## config.mk

```make
export PLATFORM = sky130hd
export DESIGN_NAME = dpll_bitsync
export DESIGN_NICKNAME = d
export VERILOG_FILES = /design/src/rtl/dpll_pkg.sv /design/src/rtl/dpll_cond.sv /design/src/rtl/dpll_phase.sv /design/src/rtl/dpll_lock.sv /design/src/rtl/dpll_bitsync.sv
export SDC_FILE = /design/constraint.sdc
export NUM_CORES = 1
export LEC_CHECK = 0
export BUFFER_PORTS_ARGS = -buffer_cell sky130_fd_sc_hd__buf_2
export CAP_MARGIN = 15
export CORE_UTILIZATION = 57
export CTS_CLUSTER_SIZE = 12
export DETAILED_ROUTE_END_ITERATION = 16
export GPL_ROUTABILITY_DRIVEN = 0
export PLACE_DENSITY = 0.75
export SLEW_MARGIN = 30
export SYNTH_ARGS = -nofsm -noshare
export SYNTH_HDL_FRONTEND = slang
export SYNTH_SLANG_ARGS = --single-unit
```

## constraint.sdc

```tcl
create_clock -name clk -period 4.2 [get_ports clk]
set_input_delay 0.21 -clock clk [delete_from_list [all_inputs] [get_ports clk]]
set_output_delay 0.21 -clock clk [all_outputs]
set_load 0.02 [all_outputs]
```

## src/rtl/dpll_pkg.sv

```systemverilog
// Package dpll_pkg
// Shared helpers for the bit-timing recovery loop.
// Assumes nothing beyond plain synthesizable logic.
package dpll_pkg;

    // Returns the majority value of three samples.
    function automatic logic maj3(input logic [2:0] v);
        return (v[0] & v[1]) | (v[0] & v[2]) | (v[1] & v[2]);
    endfunction

endpackage

```

## src/rtl/dpll_cond.sv

```systemverilog
// Module dpll_cond
// Brings the asynchronous line into the clock domain and removes
// single-clock glitches with a three-sample majority vote.
// Assumes SYNC_STAGES >= 2 and a synchronous active-low reset.
module dpll_cond
    import dpll_pkg::*;
#(
    parameter int SYNC_STAGES = 2
) (
    input  logic clk,
    input  logic rst_n,
    input  logic line_i,
    output logic filt_o
);
    logic [SYNC_STAGES-1:0] sync_q;
    logic [2:0]             win_q;

    // Synchronizer chain and sample window
    always_ff @(posedge clk) begin
        if (!rst_n) begin
            sync_q <= '0;
            win_q  <= '0;
            filt_o <= 1'b0;
        end else begin
            sync_q <= {sync_q[SYNC_STAGES-2:0], line_i};
            win_q  <= {win_q[1:0], sync_q[SYNC_STAGES-1]};
            filt_o <= maj3(win_q);
        end
    end

    // the filter output may only move toward a value that at least two window samples held
    assert_majority_R2: assert property (@(posedge clk) disable iff (!rst_n)
        !$stable(filt_o) |-> (filt_o ? ($countones($past(win_q)) >= 2)
                                     : ($countones($past(win_q)) <= 1)));
endmodule

```

## src/rtl/dpll_phase.sv

```systemverilog
// Module dpll_phase
// Phase counter over one bit cell, corrected by transitions on the
// filtered line. Produces the mid-bit enable and the sampled bit.
// Assumes OSR >= 4 and that position 0 is the expected boundary.
module dpll_phase #(
    parameter int OSR = 12,
    parameter int MID = 6,
    localparam int PH_W = $clog2(OSR)
) (
    input  logic            clk,
    input  logic            rst_n,
    input  logic            filt_i,
    output logic            en_o,
    output logic            bit_o,
    output logic            edge_o,
    output logic            tol_o,
    output logic [PH_W-1:0] ph_o
);
    logic [PH_W-1:0] ph_q, ph_d;
    logic            filt_d_q;
    logic            done_q;
    logic            allow, late, early;
    logic [PH_W:0]   step, sum;

    assign edge_o = filt_i ^ filt_d_q;
    assign tol_o  = (ph_q == '0) || (ph_q == PH_W'(1)) || (ph_q == PH_W'(OSR-1));
    assign ph_o   = ph_q;

    // Choose the step size from the position of any transition
    always_comb begin
        allow = !done_q || (ph_q == PH_W'(MID));
        late  = edge_o && allow && (ph_q != '0) && (ph_q < PH_W'(MID));
        early = edge_o && allow && (ph_q >= PH_W'(MID));
        step  = late ? '0 : (early ? (PH_W+1)'(2) : (PH_W+1)'(1));
        sum   = {1'b0, ph_q} + step;
        ph_d  = (sum >= (PH_W+1)'(OSR)) ? PH_W'(sum - (PH_W+1)'(OSR)) : sum[PH_W-1:0];
    end

    // Counter, correction flag, edge history and mid-bit outputs
    always_ff @(posedge clk) begin
        if (!rst_n) begin
            ph_q     <= '0;
            filt_d_q <= 1'b0;
            done_q   <= 1'b0;
            en_o     <= 1'b0;
            bit_o    <= 1'b0;
        end else begin
            ph_q     <= ph_d;
            filt_d_q <= filt_i;
            done_q   <= (late || early) ? 1'b1 : ((ph_q == PH_W'(MID)) ? 1'b0 : done_q);
            en_o     <= (ph_q == PH_W'(MID));
            if (ph_q == PH_W'(MID))
                bit_o <= filt_i;
        end
    end

    assert_phase_range_R3: assert property (@(posedge clk) disable iff (!rst_n)
        ph_q < PH_W'(OSR));
    assert_en_single_R4: assert property (@(posedge clk) disable iff (!rst_n)
        en_o |=> !en_o);
    assert_bit_stable_R4: assert property (@(posedge clk) disable iff (!rst_n)
        !en_o |-> $stable(bit_o));
    assert_no_edge_step_R5: assert property (@(posedge clk) disable iff (!rst_n)
        (!edge_o && ph_q != PH_W'(OSR-1)) |=> (ph_q == $past(ph_q) + PH_W'(1)));
    // without a transition no position is ever skipped
    assert_no_skip_R6: assert property (@(posedge clk) disable iff (!rst_n)
        (!edge_o && ph_q == PH_W'(OSR-1)) |=> (ph_q == '0));
endmodule

```

## src/rtl/dpll_lock.sv

```systemverilog
// Module dpll_lock
// Tracks runs of in-tolerance and out-of-tolerance transitions and
// sets or clears the sync flag when a run is long enough.
// Assumes edge_i is a single-clock strobe per transition.
module dpll_lock #(
    parameter int LOCK_RUN   = 8,
    parameter int UNLOCK_RUN = 4,
    localparam int GW = $clog2(LOCK_RUN + 1),
    localparam int BW = $clog2(UNLOCK_RUN + 1)
) (
    input  logic clk,
    input  logic rst_n,
    input  logic edge_i,
    input  logic tol_i,
    output logic sync_o
);
    logic [GW-1:0] good_q;
    logic [BW-1:0] bad_q;

    // Run counters and flag update on each transition
    always_ff @(posedge clk) begin
        if (!rst_n) begin
            good_q <= '0;
            bad_q  <= '0;
            sync_o <= 1'b0;
        end else if (edge_i) begin
            if (tol_i) begin
                bad_q <= '0;
                if (good_q < GW'(LOCK_RUN)) good_q <= good_q + GW'(1);
                if (good_q >= GW'(LOCK_RUN - 1)) sync_o <= 1'b1;
            end else begin
                good_q <= '0;
                if (bad_q < BW'(UNLOCK_RUN)) bad_q <= bad_q + BW'(1);
                if (bad_q >= BW'(UNLOCK_RUN - 1)) sync_o <= 1'b0;
            end
        end
    end

    assert_rise_on_good_R8: assert property (@(posedge clk) disable iff (!rst_n)
        $rose(sync_o) |-> $past(edge_i && tol_i));
    assert_fall_on_bad_R9: assert property (@(posedge clk) disable iff (!rst_n)
        $fell(sync_o) |-> $past(edge_i && !tol_i));
    assert_quiet_hold_R9: assert property (@(posedge clk) disable iff (!rst_n)
        !edge_i |=> $stable(sync_o));
endmodule

```

## src/rtl/dpll_bitsync.sv

```systemverilog
// Module dpll_bitsync
// Top of the bit-timing recovery loop: conditioner, phase tracker and
// lock monitor. The clock is assumed to run at OSR times the bit rate.
module dpll_bitsync #(
    parameter int OSR         = 12,
    parameter int MID         = 6,
    parameter int SYNC_STAGES = 2,
    parameter int LOCK_RUN    = 8,
    parameter int UNLOCK_RUN  = 4,
    localparam int PH_W = $clog2(OSR)
) (
    input  logic clk,
    input  logic rst_n,
    input  logic rx_line,
    output logic rx_en,
    output logic rx_bit,
    output logic in_sync
);
    logic            filt, edge_s, tol_s;
    logic [PH_W-1:0] ph_unused;

    dpll_cond #(.SYNC_STAGES(SYNC_STAGES)) u_cond (
        .clk(clk), .rst_n(rst_n), .line_i(rx_line), .filt_o(filt));

    dpll_phase #(.OSR(OSR), .MID(MID)) u_phase (
        .clk(clk), .rst_n(rst_n), .filt_i(filt), .en_o(rx_en), .bit_o(rx_bit),
        .edge_o(edge_s), .tol_o(tol_s), .ph_o(ph_unused));

    dpll_lock #(.LOCK_RUN(LOCK_RUN), .UNLOCK_RUN(UNLOCK_RUN)) u_lock (
        .clk(clk), .rst_n(rst_n), .edge_i(edge_s), .tol_i(tol_s), .sync_o(in_sync));

    // the first clock after reset shows all outputs cleared
    assert_reset_clear_R1: assert property (@(posedge clk)
        $rose(rst_n) |-> (!rx_en && !rx_bit && !in_sync));
endmodule

```

---- Yosys cells after proc, flatten, opt, wreduce, memory -nomap -nowiden ----
Index checks and enable logic that the tools add are counted.
word-level totals
  output and inout bits ................... 3
  register bits ........................... 22
  bits of input ports ..................... 3
  logic and storage cells ................. 62
operators by class
  order comparisons ....................... 7
  mux-type cells .......................... 12
  equal/unequal tests ..................... 5
  bitwise operators ....................... 6
  reductions and logical operators ........ 17
  add/sub/neg operators ................... 4
operators with widths
  operator               number
  $mux W4                3
  $ge A4 B3 Y1 const B   2
  $mux W3                2
  $reduce_bool A2 Y1     3
  $add A4 B5 Y5          1
  $ge A5 B4 Y1 const B   1
  $mux W1                5
  $mux W5                1
  $add A4 B1 Y4 const B  1
  $eq A4 B1 Y1 const B   1
  $eq A4 B3 Y1 const B   1
  $eq A4 B4 Y1 const B   1
  $logic_and A1 B1 Y1    4
  $logic_not A4 Y1       1
  $logic_or A1 B1 Y1     4
  $lt A4 B3 Y1 const B   1
  $lt A4 B4 Y1 const B   1
  $ne A2 B1 Y1 const B   2
  $reduce_and A2 Y1      2
  $reduce_bool A4 Y1     1
  $sub A4 B4 Y4 const B  1
  $add A3 B1 Y3 const B  1
  $and A1 B1 Y1          3
  $ge A3 B2 Y1 const B   1
  6 further kinds        7

---- Longest topological paths before layout ----
Gate-level depths: netlist (run 1).
  depth after elaboration ................. 9
  depth in mapped cells ................... 14
  gate-level depth less buffers ........... 13

---- Modules after synthesis ----
From an unflattened synthesis (run 1), not the netlist that was laid out.
second synthesis, totals
  cells, all modules ...................... 122
  area, all modules ....................... 1,106.1 um2
by module, submodules not included
  module      area an instance (um2)  cells an instance  seq. area each (um2)  times used
  dpll_phase  494.2                   57                 160.2                 1
  dpll_lock   437.9                   51                 160.2                 1
  dpll_cond   173.9                   14                 120.1                 1

---- Least setup slack after synthesis (run 1) ----
No wires, ideal clock.
  path type ............................... register to register
  start point ............................. register u_phase.ph_q[2], in the netlist u_phase.ph_o[2]
  end point ............................... register u_phase.ph_q[3], in the netlist u_phase.ph_o[3]
  library setup time ...................... 119 ps
  data arrival time ....................... 2,381 ps
  setup slack ............................. 1,701 ps
  clock period less this slack ............ 2,499 ps
  stages on the path, launching flop included .. 14
  path buffers ............................ 1
  required time ........................... 4,081 ps
  path through ............................ dfxtp_1 -> buf_2 -> nor3_1 -> nor2_1 -> o21ai_0 -> ha_1 -> inv_1 -> fa_1 -> xnor2_1 -> ha_1 -> nand3b_1 -> o21ai_1 -> nor2_1 -> o221a_2
on the way
  longest elaborated chain between the ends .. 9
  elaborated cells between the ends (all ways) .. 15
  those cells by class .................... add/sub: 2; order compare: 3; eq/ne: 1; mux: 3; reduce/logical: 6
RTL lines
  what                                                                  line              source
  start: declaration                                                    dpll_phase.sv:19  logic [PH_W-1:0] ph_q, ph_d;
  start signal: assignment                                              dpll_phase.sv:48  ph_q <= ph_d;
  parallel branches: the longest is 6 deep, another holds $ge A4 B3 Y1  -
  $add A4 B5 Y5 *                                                       dpll_phase.sv:35  sum = {1'b0, ph_q} + step;
  $sub A4 B4 Y4 / $ge A5 B4 Y1 (equally long branches)                  dpll_phase.sv:36  ph_d = (sum >= (PH_W+1)'(OSR)) ? PH_W'(sum - (PH_W+1)'(OSR)) : sum[PH_W-1:0];
  $mux W4 *                                                             dpll_phase.sv:36
Every way passes the cells marked *.
A chain may end at the register's enable or synchronous reset.

---- Worst setup path in the final report (run 1) ----
Ends and elaborated chain as after synthesis.

==> metrics.md, run 1 <==
| Metric | Value |
|---|---|
| Status | `finished clean` |
| CTS tree | `built` |
| Post-DP HPWL | `1360 um` |
| Mapped cell area | `1040 um2` |
| Vias in the first global route | `799` |
| Total of max-cap violations | `0` |
| Diodes inserted | `0` |
| Core area | `1730 um2` |
| Psw | `86.8 uW` |
| Worst-path maximum fanout | `10` |
| Slew Viols, Final | `0` |
| Dominant synthesized flop cell | `dfxtp_1` |
| GR Util All Layers | `22.0%` |
| CP bufs+invs | `1` |
| CP Cell Sequence | `nor3_1 -> nor2_1 -> o21ai_0 -> ha_1 -> inv_1 -> fa_1 -> xnor2_1 -> ha_1 -> nand3b_1 -> o21ai_1 -> nor2_1 -> o221a_2` |
| Syn Inst Count | `117` |
| Initial Util | `60.4%` |
| Critical path endpoint category | `flip-flop` |
| Number of top-level pins | `6` |
| Int Pwr | `277 uW` |
| Most numerous cell in the Yosys netlist | `dfxtp_1` |
| Tcrit/Tclk final | `67.3%` |
| Share of layout cells above drive strength 1 | `12.3%` |
| Hold crit path type | `in2reg` |
| Clock root cell | `clkbuf_4` |
| Synthesized flop and latch total | `22` |
| Area growth from synthesis to layout | `6.60%` |
| H-tree depth | `1` |
| CP top delay family | `adder cells` |
| Sw Share | `23.8%` |
| Critical path data arrival time | `3040 ps` |
| Initial antenna violation count | `0` |
| Fmax | `354 MHz` |
| Cell Pwr Density | `328 nW/um2` |
| Ys Warns | `0` |
| Fraction of registers with async set/reset | `0%` |
| CP max stage delay | `430 ps` |
| Top post-synthesis cells by area | `dfxtp_1 42%, ha_1 7.2%, nand2_1 5.4%, a21oi_1 5.3%, and2_1 4.8%` |
| Worst slack at placement | `1420 ps` |
| Reg power frac | `59.9%` |
| Net count, final | `133` |
| Post-CTS Setup Bufs | `0` |
| RSZ-0062 raised after global routing | `false` |
| Max VDD drop | `0.000307 V` |
| Synth top area share | `42.3%` |
| Fin area | `1110 um2` |
| Final setup violation count | `0` |
| Routed Wire Length | `1850 um` |
| CTS sink cnt | `22` |
| Routed vias | `823` |
| Post-synthesis sequential area ratio | `42.3%` |
| Remaining antenna violation count | `0` |
| Drc violations | `0` |
| Avg Cell Area, Syn | `8.91 um2` |
| Port buffer count | `5` |
| Final Skew | `4.13 ps` |
| Final min period | `2830 ps` |
| CTS Buf Count | `3` |
| Clock latency on the worst-skew pair | `310 ps` |
| First-pass iteration count of the detailed router | `4` |
| Setup ws final | `1370 ps` |
| Overflow after GRT | `0` |
| Hold_buf cts | `0` |
| Vias/cell | `5.60` |
| Most instantiated cells after synthesis | `22 x dfxtp_1, 15 x nand2_1, 11 x a21oi_1, 9 x nor2_1, 8 x and2_1` |
| Std cell rows | `15` |
| Worst Path Class, Setup | `reg2reg` |
| Worst-Margin Slew | `428 ps` |
| Clk pwr share | `32.2%` |
| Combinational share of power | `7.9%` |
| Die Area | `2000 um2` |
| Unique masters post-synth | `37` |
| Leak | `0.000464 uW` |
| DP Area | `1070 um2` |
| Setup TNS | `0 ps` |
| Syn_nets | `127` |
| R2R Setup Slk | `1370 ps` |
| Die Y | `44.8 um` |
| Startpoint Class | `flip-flop` |
| Clock tree buffer depth | `2` |
| WL/cell | `12.6 um` |
| Die W | `44.8 um` |
| Iter 0 DRT Violations | `27` |
| Global-route wire length before repair | `3280 um` |
| PostCTS Resize Cnt | `0` |
| Max-slew headroom | `71.3%` |
| CP max-delay cell | `dfxtp_1` |
| Largest net degree at the start of global routing | `21` |
| CTS clk-pin slew, worst paths | `120 ps` |
| Final hold violations | `0` |
| Req. time, crit path | `4410 ps` |
| Synth area leader | `dfxtp_1` |
| Post-synth EDFFs | `0` |
layer usage:
metal  share of wire [%]  vias up  wire length, um  GRT usage (%)
li1                    -      415                -              -
met1                  47      375              871           28.5
met2                  46       29              846           37.9
met3                 5.6        4              104           2.40
met4                 1.3        0               24           7.88
met5                   0        -                0              0
path summary, 6_finish.rpt:
check	from	to	cells after the start
min reg2reg	u_cond.sync_q[1]	u_cond.win_q[0]	1
max reg2reg	u_phase.ph_o[2]	u_phase.ph_o[3]	12
max	u_phase.ph_o[2]	u_phase.ph_o[3]	12
min	rx_line	u_cond.sync_q[0]	2
flip-flops by register name, indices dropped and copies added, names as in the netlist:
name,cells
u_phase.ph_o,4
u_cond.filt_o,1
u_phase.bit_o,1
u_phase.en_o,1
u_phase.filt_d_q,1
u_phase.done_q,1
u_lock.good_q,4
u_lock.bad_q,3
u_cond.sync_q,2
u_cond.win_q,3
u_lock.sync_o,1
stage by stage:
stage | util [%] | cells | power (uW) | hold slack (ps)
after global routing | 64.3 | 147 | 376 | 104
after global placement | 62.2 | 143 | 249 | 418
after detailed placement | 62.2 | 143 | 251 | 420
after CTS | 64.3 | 147 | 365 | 98.6
final | 64.3 | 147 | 364 | 97.4
after floorplan | - | 117 | 244 | 337
power groups by stage:
stage | clock network, uW | registers, uW | logic [uW]
floorplan | 0 | 220 | 24.1
global placement | 0 | 222 | 26.6
detailed placement | 0 | 223 | 28.0
CTS | 119 | 218 | 28.1
global route | 125 | 219 | 32.6
finish | 117 | 218 | 28.6
cells by family after synthesis:
group / after synthesis / synth area share (%)
AO/OA/AOI/OAI: 28 / 17.9
XOR/XNOR: 4 / 4.08
adder cells (fa/ha/maj): 7 / 9.12
buffers and inverters: 9 / 4.08
flip-flops: 22 / 42.3
multiplexers: 1 / 0.960
AND/OR/NAND/NOR: 46 / 21.6
cells in the final DEF (no fill, tap or decap):
cell type and instances:
a41o_1 1, xnor2_2 1, o31ai_1 1, or2_4 1, nor3_1 2, nor2b_1 1, and2_2 1, clkbuf_8 1
nand3b_1 1, nand3_1 4, mux2i_1 1, and3_1 2, a21oi_1 11, a2111oi_2 1, nand2b_1 1, a211oi_1 1
and2_1 8, ha_1 6, a21o_1 1, fa_1 1, xor2_1 1, nand2_1 15, o221a_2 1, o21ai_1 4
a311o_1 1, or2_2 1, o41ai_1 1, xnor2_1 2, o21ai_0 2, a32oi_1 1, clkbuf_4 3, o22ai_1 1
a41oi_1 1, inv_1 5, dfxtp_1 22, buf_2 5, nor2_1 9
worst register-to-register path, cell delays in order (launching register included):
cell	delay [ps]
dfxtp_1	430
nor3_1	290
nor2_1	80
o21ai_0	190
ha_1	200
inv_1	50
fa_1	390
xnor2_1	310
ha_1	210
nand3b_1	80
o21ai_1	180
nor2_1	80
o221a_2	250
layout make-up:
class,instances,area (um2)
clock buffer,4,36.3
fill,162,616
multi-input combinational,86,559
inverter,5,18.8
tap,25,31.3
sequential,22,440
timing repair buffer,5,25.0
(Power assumes the default switching activity.)
==> inputs of run 2 (changes only) <==
--- a/config.mk
+++ b/config.mk
@@ -5,13 +5,14 @@
 export SDC_FILE = /design/constraint.sdc
 export NUM_CORES = 1
 export LEC_CHECK = 0
+export ABC_AREA = 1
 export BUFFER_PORTS_ARGS = -buffer_cell sky130_fd_sc_hd__buf_2
 export CAP_MARGIN = 15
-export CORE_UTILIZATION = 57
+export CORE_UTILIZATION = 52
 export CTS_CLUSTER_SIZE = 12
 export DETAILED_ROUTE_END_ITERATION = 16
 export GPL_ROUTABILITY_DRIVEN = 0
-export PLACE_DENSITY = 0.75
+export PLACE_DENSITY = 0.72
 export SLEW_MARGIN = 30
 export SYNTH_ARGS = -nofsm -noshare
 export SYNTH_HDL_FRONTEND = slang
==> constraint.sdc (replaced) <==
create_clock -name clk -period 2.4 [get_ports clk]
set_input_delay 0.12 -clock clk [delete_from_list [all_inputs] [get_ports clk]]
set_output_delay 0.12 -clock clk [all_outputs]
set_load 0.02 [all_outputs]
==> run 2 against run 1 <==
Net effect: critical path depth up 4; combinational power increased to 3.0 times the previous value; global-route usage shrank 3.0 points; clock skew fell by 2.4 ps; maximum frequency is 24% higher; critical endpoint unchanged; non-clock buffer count rose by 8; clock power rose by 150%; largest power group unchanged.
==> metrics.md, run 2 <==
| Metric | Value |
|---|---|
| Most frequent cells in the layout | `33 x nand2_1, 21 x inv_1, 18 x dfxtp_1, 11 x a21oi_1, 8 x nor2_1` |
| First-pass iteration count of the detailed router | `4 (unchanged)` |
| Drc violations | `0 (unchanged)` |
| Diodes inserted | `0 (unchanged)` |
| Worst Reg-to-Reg Cells | `16 (+4)` |
| Iter 0 DRT Violations | `16 (-41%)` |
| Total of max-cap violations | `0 (unchanged)` |
| Commonest non-fill, non-tap cell in the layout | `nand2_1` |
| Dominant synthesized flop cell | `dfxtp_1` |
| Die W | `48.5 um (+8.4%)` |
| Fin area | `1330 um2 (+20%)` |
| Worst hold endpoint | `u_phase.ph_o[0]` |
| Req. time, crit path | `2620 ps (-1790 ps)` |
| Tcrit/Tclk final | `94.8% (+28 points)` |
| DP Area | `1180 um2 (+9.8%)` |
| Status | `finished clean` |
| Clock root cell | `clkbuf_4` |
| H-tree depth | `1 (unchanged)` |
| Mapped cell area | `1130 um2 (+8.0%)` |
| Area growth from synthesis to layout | `18.4%` |
| Clock latency on the worst-skew pair | `310 ps (about the same)` |
| Routed Wire Length | `2040 um (+11%)` |
| Fmax | `439 MHz (+24%)` |
| Filler cells | `168 (+3.7%)` |
| Net count, final | `175 (+32%)` |
| Combinational share of power | `11.2% (+3.3 points)` |
| Cell Pwr Density | `565 nW/um2 (+73%)` |
| Crit. path cell count | `16 (+4)` |
| Hold crit path type | `in2reg` |
| Post-synthesis sequential area ratio | `39.1% (-3.1 points)` |
| Vias in the first global route | `923 (+16%)` |
| Post-DP HPWL | `1420 um (+4.8%)` |
| Reg power frac | `50.7% (-9.2 points)` |
| WHS Path Cells | `3 (+1)` |
| Post-route insts no fill | `191 (+30%)` |
| Syn_nets | `160 (+26%)` |
| Worst-Margin Slew | `268 ps (-160 ps)` |
| Critical path endpoint category | `flip-flop` |
| Multi-input logic area | `603 um2 (+7.8%)` |
| Initial antenna violation count | `0 (unchanged)` |
| Share of layout cells above drive strength 1 | `29.3% (+17 points)` |
| Routed vias | `959 (+17%)` |
| Sw Share | `23.1% (-0.76 points)` |
| Worst hold start | `rst_n` |
| Top post-synthesis cells by area | `dfxtp_1 39%, nand2_1 12%, inv_1 7.3%, ha_1 6.7%, a21oi_1 4.9%` |
| Fin util | `66.6% (+2.3 points)` |
| Worst r2r src | `u_phase.ph_o[1]` |
| Psw | `174 uW (+100%)` |
| Leak | `0.000637 uW (+37%)` |
| CTS clk-pin slew, worst paths | `130 ps (about the same)` |
| Core area | `2000 um2 (+16%)` |
| R2R Path End | `u_phase.ph_o[3]` |
| Synthesized flop and latch total | `22 (unchanged)` |
| Avg Cell Area, Syn | `7.51 um2 (-16%)` |
| Slew Viols, Final | `0 (unchanged)` |
| Overflow after GRT | `0 (unchanged)` |
| Storage element area | `450 um2 (+2.3%)` |
| Synth area leader | `dfxtp_1` |
| Global-route wire length before repair | `3530 um (+7.6%)` |
| Synth top area share | `39.1% (-3.1 points)` |
| Final min period | `2280 ps (-550 ps)` |
| CTS sink cnt | `22 (unchanged)` |
| Int Pwr | `580 uW (+110%)` |
| Initial Util | `56.2% (-4.1 points)` |
| Std cell rows | `16 (+1)` |
| CTS Buf Count | `3 (unchanged)` |
| Largest net degree at the start of global routing | `17 (-19%)` |
| Max VDD drop | `0.000415 V (+35%)` |
| Placed cells | `182 (+27%)` |
| Worst-path maximum fanout | `4 (-6)` |
| Final hold violations | `0 (unchanged)` |
| Critical path data arrival time | `2500 ps (-540 ps)` |
| Remaining antenna violation count | `0 (unchanged)` |
| Post-synth EDFFs | `0 (unchanged)` |
| Most numerous cell in the Yosys netlist | `nand2_1` |
| Max-slew headroom | `82.1% (+11 points)` |
| Number of top-level pins | `6 (unchanged)` |
| Unique masters post-synth | `26 (-30%)` |
| Die Y | `48.5 um (+8.4%)` |
| CP max-delay cell | `fa_2` |
| CTS tree | `built` |
| Ys Warns | `0 (unchanged)` |
| GR Util All Layers | `19.0% (-3.0 points)` |
| CP Cell Sequence | `nand2_4 -> inv_4 -> nand2_4 -> nand2_2 -> nand2_2 -> or2_1 -> ha_2 -> inv_2 -> fa_2 -> xnor2_4 -> ha_2 -> nand3b_1 -> nand2_1 -> nor2_1 -> o21ai_1 -> nor2_1` |
| Port buffer count | `5 (unchanged)` |
| Power Total | `754 uW (+110%)` |
| Final Skew | `1.76 ps (-2.36 ps)` |
| Fraction of registers with async set/reset | `0% (unchanged)` |
| Die Area | `2360 um2 (+18%)` |
| CP bufs+invs | `2 (+1)` |
| Final setup violation count | `0 (unchanged)` |
| WHS | `144 ps (+47.0 ps)` |
| RSZ-0062 raised after global routing | `true` |
| Worst Path Class, Setup | `reg2reg` |
| WL/cell | `10.7 um (-15%)` |
| Clk pwr share | `38.1% (+5.9 points)` |
| CP top delay family | `adder cells` |
| Clock tree buffer depth | `2 (unchanged)` |
| Most instantiated cells after synthesis | `35 x nand2_1, 22 x dfxtp_1, 22 x inv_1, 11 x a21oi_1, 10 x nor2_1` |
| R2R Setup Slk | `120 ps (-1250 ps)` |
| Syn Inst Count | `150 (+28%)` |
| Startpoint Class | `flip-flop` |
| Vias/cell | `5.02 (-10%)` |
| CP max stage delay | `400 ps (-30 ps)` |
==> run 2: cell count changes after synthesis, moves of 4 or more <==
cell     change
and2_1       -8
inv_1       +17
nand2_2      +5
nand4_1      +5
inv_2        +4
nand2_1     +20
==> run 2: power groups by stage <==
stage               Clock (uW)  Combinational [uW]  Sequential [uW]
floorplan                    0                53.4              385
global placement             0                65.8              388
detailed placement           0                67.3              388
CTS                        295                69.7              381
global route               306                94.8              384
finish                     287                84.4              383
==> run 2: worst max path at each step <==
stage,from,to,slack (ps)
2_1_floorplan,u_phase.ph_o[2],u_phase.ph_o[3],120
3_3_place_gp,u_phase.ph_o[3],u_phase.ph_o[3],70
3_5_place_dp,u_phase.ph_o[3],u_phase.ph_o[3],-10
4_1_cts,u_phase.ph_o[2],u_phase.ph_o[3],30
5_1_grt,u_phase.ph_o[2],u_phase.ph_o[3],-10
6_report,u_phase.ph_o[1],u_phase.ph_o[3],120
==> run 2: cell type report <==
class | count | share of cell area, %
inverters | 27 | 7.97
multi-input cells | 98 | 45.2
repair buffers | 13 | 6.57
clock buffers | 3 | 1.69
flip-flops and latches | 22 | 33.8
well taps | 27 | 2.53
clock inverters | 1 | 2.25
==> run 2: worst register-to-register path: stages, from the launching register on <==
cell and delay [ps]:
dfxtp_4 390, nand2_4 90, inv_4 40, nand2_4 50, nand2_2 60, nand2_2 70
or2_1 100, ha_2 180, inv_2 40, fa_2 400, xnor2_4 170, ha_2 180
nand3b_1 100, nand2_1 90, nor2_1 50, o21ai_1 120, nor2_1 50
==> run 2: per-layer routing <==
| metal | vias up | wire [um] | GRT usage, % | share of wire [%] |
|---|---|---|---|---|
| met5 | - | 0 | 0 | 0 |
| met4 | 0 | 18 | 4.41 | 0.88 |
| met3 | 4 | 58 | 5.66 | 2.8 |
| met2 | 15 | 1090 | 37.8 | 53 |
| met1 | 444 | 879 | 19.1 | 43 |
| li1 | 496 | - | - | - |
==> run 2: cells by family after synthesis <==
family / after synthesis / synth area share (%)
AOI/OAI and AO/OA: 19 / 9.44
xor gates and xnor gates: 1 / 1.44
adders and majority gates: 7 / 8.44
buffers and inverters: 30 / 11.7
DFF: 22 / 39.1
and+or+nand+nor: 71 / 29.9
==> run 2: stage by stage <==
stage	worst slack (ps)	setup TNS, ps
finish	124	0
global route	-9.68	-9.68
CTS	26.0	0
detailed placement	-14.8	-14.8
global placement	65.5	0
floorplan	120	0
==> run 2: timing repair <==
action                                 4_1_cts  5_1_grt
hold buffers                                 1        0
setup buffers                                0        4
setup endpoints to repair                    1        2
endpoints found under the hold margin        1        0
resized for setup                            5       16
pin swaps                                    1       12
==> inputs of run 3 (changes only) <==
--- a/config.mk
+++ b/config.mk
@@ -16,4 +16,5 @@
 export SLEW_MARGIN = 30
 export SYNTH_ARGS = -nofsm -noshare
 export SYNTH_HDL_FRONTEND = slang
+export SYNTH_HIERARCHICAL = 1
 export SYNTH_SLANG_ARGS = --single-unit
==> run 3 against run 2 <==
Net effect: first-iteration DRC count decreased by 6.3%; clock skew decreased by 0.71 ps; sequential share of layout area increased by 2.3 points; combinational power decreased by 27%; clock power decreased by 30%; critical path depth increased by 2; clock-buffer cell count increased by 1; total power decreased by 15%.
==> metrics.md, run 3 <==
| Metric | Value |
|---|---|
| Global-route wire length before repair | `2920 um (-17%)` |
| Overflow after GRT | `0 (unchanged)` |
| Max-slew headroom | `43.0% (-39 points)` |
| Hold crit path type | `in2reg` |
| Vias/cell | `4.67 (-7.0%)` |
| Number of top-level pins | `6 (unchanged)` |
| Final Skew | `1.05 ps (-0.713 ps)` |
| Ys Warns | `6 (+6)` |
| Tcrit/Tclk final | `94.3% (-0.53 points)` |
| Placed cells | `187 (+2.7%)` |
| Port buffer count | `5 (unchanged)` |
| Unique masters post-synth | `23 (-12%)` |
| Setup ws final | `137 ps (+12.8 ps)` |
| Fin area | `1250 um2 (-6.4%)` |
| Area growth from synthesis to layout | `13.7%` |
| CTS clk-pin slew, worst paths | `120 ps (about the same)` |
| Clock latency on the worst-skew pair | `300 ps (about the same)` |
| Remaining antenna violation count | `0 (unchanged)` |
| Avg Cell Area, Syn | `7.13 um2 (-5.0%)` |
| Share of layout cells above drive strength 1 | `21.2% (-8.1 points)` |
| Fraction of registers with async set/reset | `0% (unchanged)` |
| Filler cells | `184 (+9.5%)` |
| Startpoint Class | `flip-flop` |
| Post-synth EDFFs | `0 (unchanged)` |
| Most instantiated cells after synthesis | `38 x nand2_1, 28 x inv_1, 22 x dfxtp_1, 16 x nor2_1, 12 x nand3_1` |
| Slew Viols, Final | `0 (unchanged)` |
| Die Y | `48.0 um (-1.2%)` |
| Core area | `1980 um2 (-1.0%)` |
| Max VDD drop | `0.000270 V (-35%)` |
| Storage element area | `450 um2 (unchanged)` |
| Synth top area share | `40.1% (+0.98 points)` |
| Fmax | `442 MHz (+0.56%)` |
| Diodes inserted | `0 (unchanged)` |
| Worst Path Class, Setup | `reg2reg` |
| Syn_nets | `164 (+2.5%)` |
| Vias in the first global route | `751 (-19%)` |
| Final setup violation count | `0 (unchanged)` |
| Post-synthesis sequential area ratio | `40.1% (+0.98 points)` |
| Clock root cell | `clkbuf_4` |
| Std cell rows | `16 (unchanged)` |
| DP Area | `1160 um2 (-1.6%)` |
| Die Area | `2300 um2 (-2.3%)` |
| Critical path endpoint category | `flip-flop` |
| Initial Util | `55.4% (-0.82 points)` |
| Top post-synthesis cells by area | `dfxtp_1 40%, nand2_1 13%, inv_1 9.6%, ha_1 6.8%, nand3_1 5.5%` |
| Post-DP HPWL | `1440 um (+1.6%)` |
| Leak | `0.000648 uW (+1.7%)` |
| H-tree depth | `1 (unchanged)` |
| Worst-path maximum fanout | `4 (unchanged)` |
| Iter 0 DRT Violations | `15 (-1)` |
| Synthesized flop and latch total | `22 (unchanged)` |
| Dominant synthesized flop cell | `dfxtp_1` |
| Die W | `48.0 um (-1.2%)` |
| Routed vias | `897 (-6.5%)` |
| CTS Buf Count | `3 (unchanged)` |
| Net count, final | `176 (+0.57%)` |
| Mapped cell area | `1100 um2 (-2.4%)` |
| WL/cell | `9.83 um (-7.9%)` |
| Drc violations | `0 (unchanged)` |
| Syn Inst Count | `154 (+2.7%)` |
| Most numerous cell in the Yosys netlist | `nand2_1` |
| CTS tree | `built` |
| Most frequent cells in the layout | `38 x nand2_1, 26 x inv_1, 18 x dfxtp_1, 15 x nor2_1, 11 x nand3_1` |
| Final hold violations | `0 (unchanged)` |
| Synth area leader | `dfxtp_1` |
| Status | `finished clean` |
| CTS sink cnt | `22 (unchanged)` |
| Routed Wire Length | `1890 um (-7.5%)` |
| Cell Pwr Density | `513 nW/um2 (-9.3%)` |
| Final min period | `2260 ps (-12.8 ps)` |
| Post-route insts no fill | `192 (+0.52%)` |
| Worst-Margin Slew | `846 ps (+577 ps)` |
| Req. time, crit path | `2640 ps (+20 ps)` |
| Multi-input logic area | `547 um2 (-9.3%)` |
| Worst slack at placement | `33.2 ps (+48.0 ps)` |
| Total of max-cap violations | `0 (unchanged)` |
| Largest net degree at the start of global routing | `16 (-1)` |
| Commonest non-fill, non-tap cell in the layout | `nand2_1` |
| Critical path data arrival time | `2500 ps (about the same)` |
| First-pass iteration count of the detailed router | `4 (unchanged)` |
| Clock tree buffer depth | `2 (unchanged)` |
| GR Util All Layers | `18.3% (-0.70 points)` |
| Power Total | `640 uW (-15%)` |
| Initial antenna violation count | `0 (unchanged)` |
## run 3: cell count changes after synthesis, sizes merged, moves of 2 or more
cell | previous run | this run
a21oi | 13 | 8
nor2 | 14 | 19
inv | 27 | 31
nand3 | 8 | 12
buf | 3 | 1
clkinv | 0 | 2
nand4 | 5 | 3
## run 3: critical path: stages, from the launching register on
cell     delay (ps)
dfxtp_4         380
nand2_2          80
inv_4            50
nand2_4          70
a21oi_2          70
o21ai_1          80
ha_2            200
inv_1            60
fa_2            340
inv_1            80
nand2_1          50
nand2_1          80
inv_1            60
ha_1            190
nand3_1          90
nand2_1          60
inv_1            50
nand3_1          80
a21oi_1         140
## run 3: worst paths after layout
| kind | start | end | slack [ps] | depth (start not counted) |
|---|---|---|---|---|
| setup / recovery | u_phase/ph_o[1] | u_phase/ph_o[2] | 140 | 18 |
| hold reg to reg | u_cond/sync_q[1] | u_cond/win_q[0] | 430 | 2 |
| hold / removal | rst_n | u_phase/ph_o[3] | 140 | 3 |
| setup reg to reg | u_phase/ph_o[1] | u_phase/ph_o[2] | 140 | 18 |
## run 3: layout make-up
class	instances	area share (%)
Clock buffer	4	2.91
Inverter	33	10.5
Multi-Input combinational cell	98	43.8
Sequential cell	22	36.1
Tap cell	27	2.71
Timing Repair Buffer	8	4.01
## run 3: what timing repair did
action,in CTS,in global routing
buffers inserted,0,0
endpoints found under the hold margin,1,0
hold buffers,1,0
resized for setup,0,17
setup endpoints to repair,0,2
## run 3: cell families (layout without fill, tap and decap cells)
kind of cell             Yosys count  in the layout  synth area share, %
flip-flops                        22             22                 40.1
AO/OA/AOI/OAI                     15             15                 8.09
adder cells (fa/ha/maj)            7              7                 8.66
XOR/XNOR                           1              1                0.797
AND/OR/NAND/NOR                   75             75                 29.5
buffers and inverters             34             45                 12.9
## run 3: report_power, final
group	total (uW)	switching, uW	internal, uW
clock network	200	107	92.5
registers	379	7.26	372
logic	61.5	39.2	22.2
## run 3: per-layer routing
layer,GRT usage [%],wire length (um),share of wire [%],vias up
li1,-,-,-,492
met1,23.3,910,48,392
met2,30.0,913,48,11
met3,4.53,51,2.7,2
met4,6.67,13,0.69,0
met5,0,0,0,-
## run 3: per-stage QoR
step | util, % | TNS (ps) | hold slack (ps)
4_1_cts | 60.9 | 0 | 139
5_1_grt | 63.0 | -9.02 | 140
3_5_place_dp | 58.6 | 0 | 318
6_report | 63.0 | 0 | 141
3_3_place_gp | 58.6 | 0 | 303
2_1_floorplan | - | 0 | 213
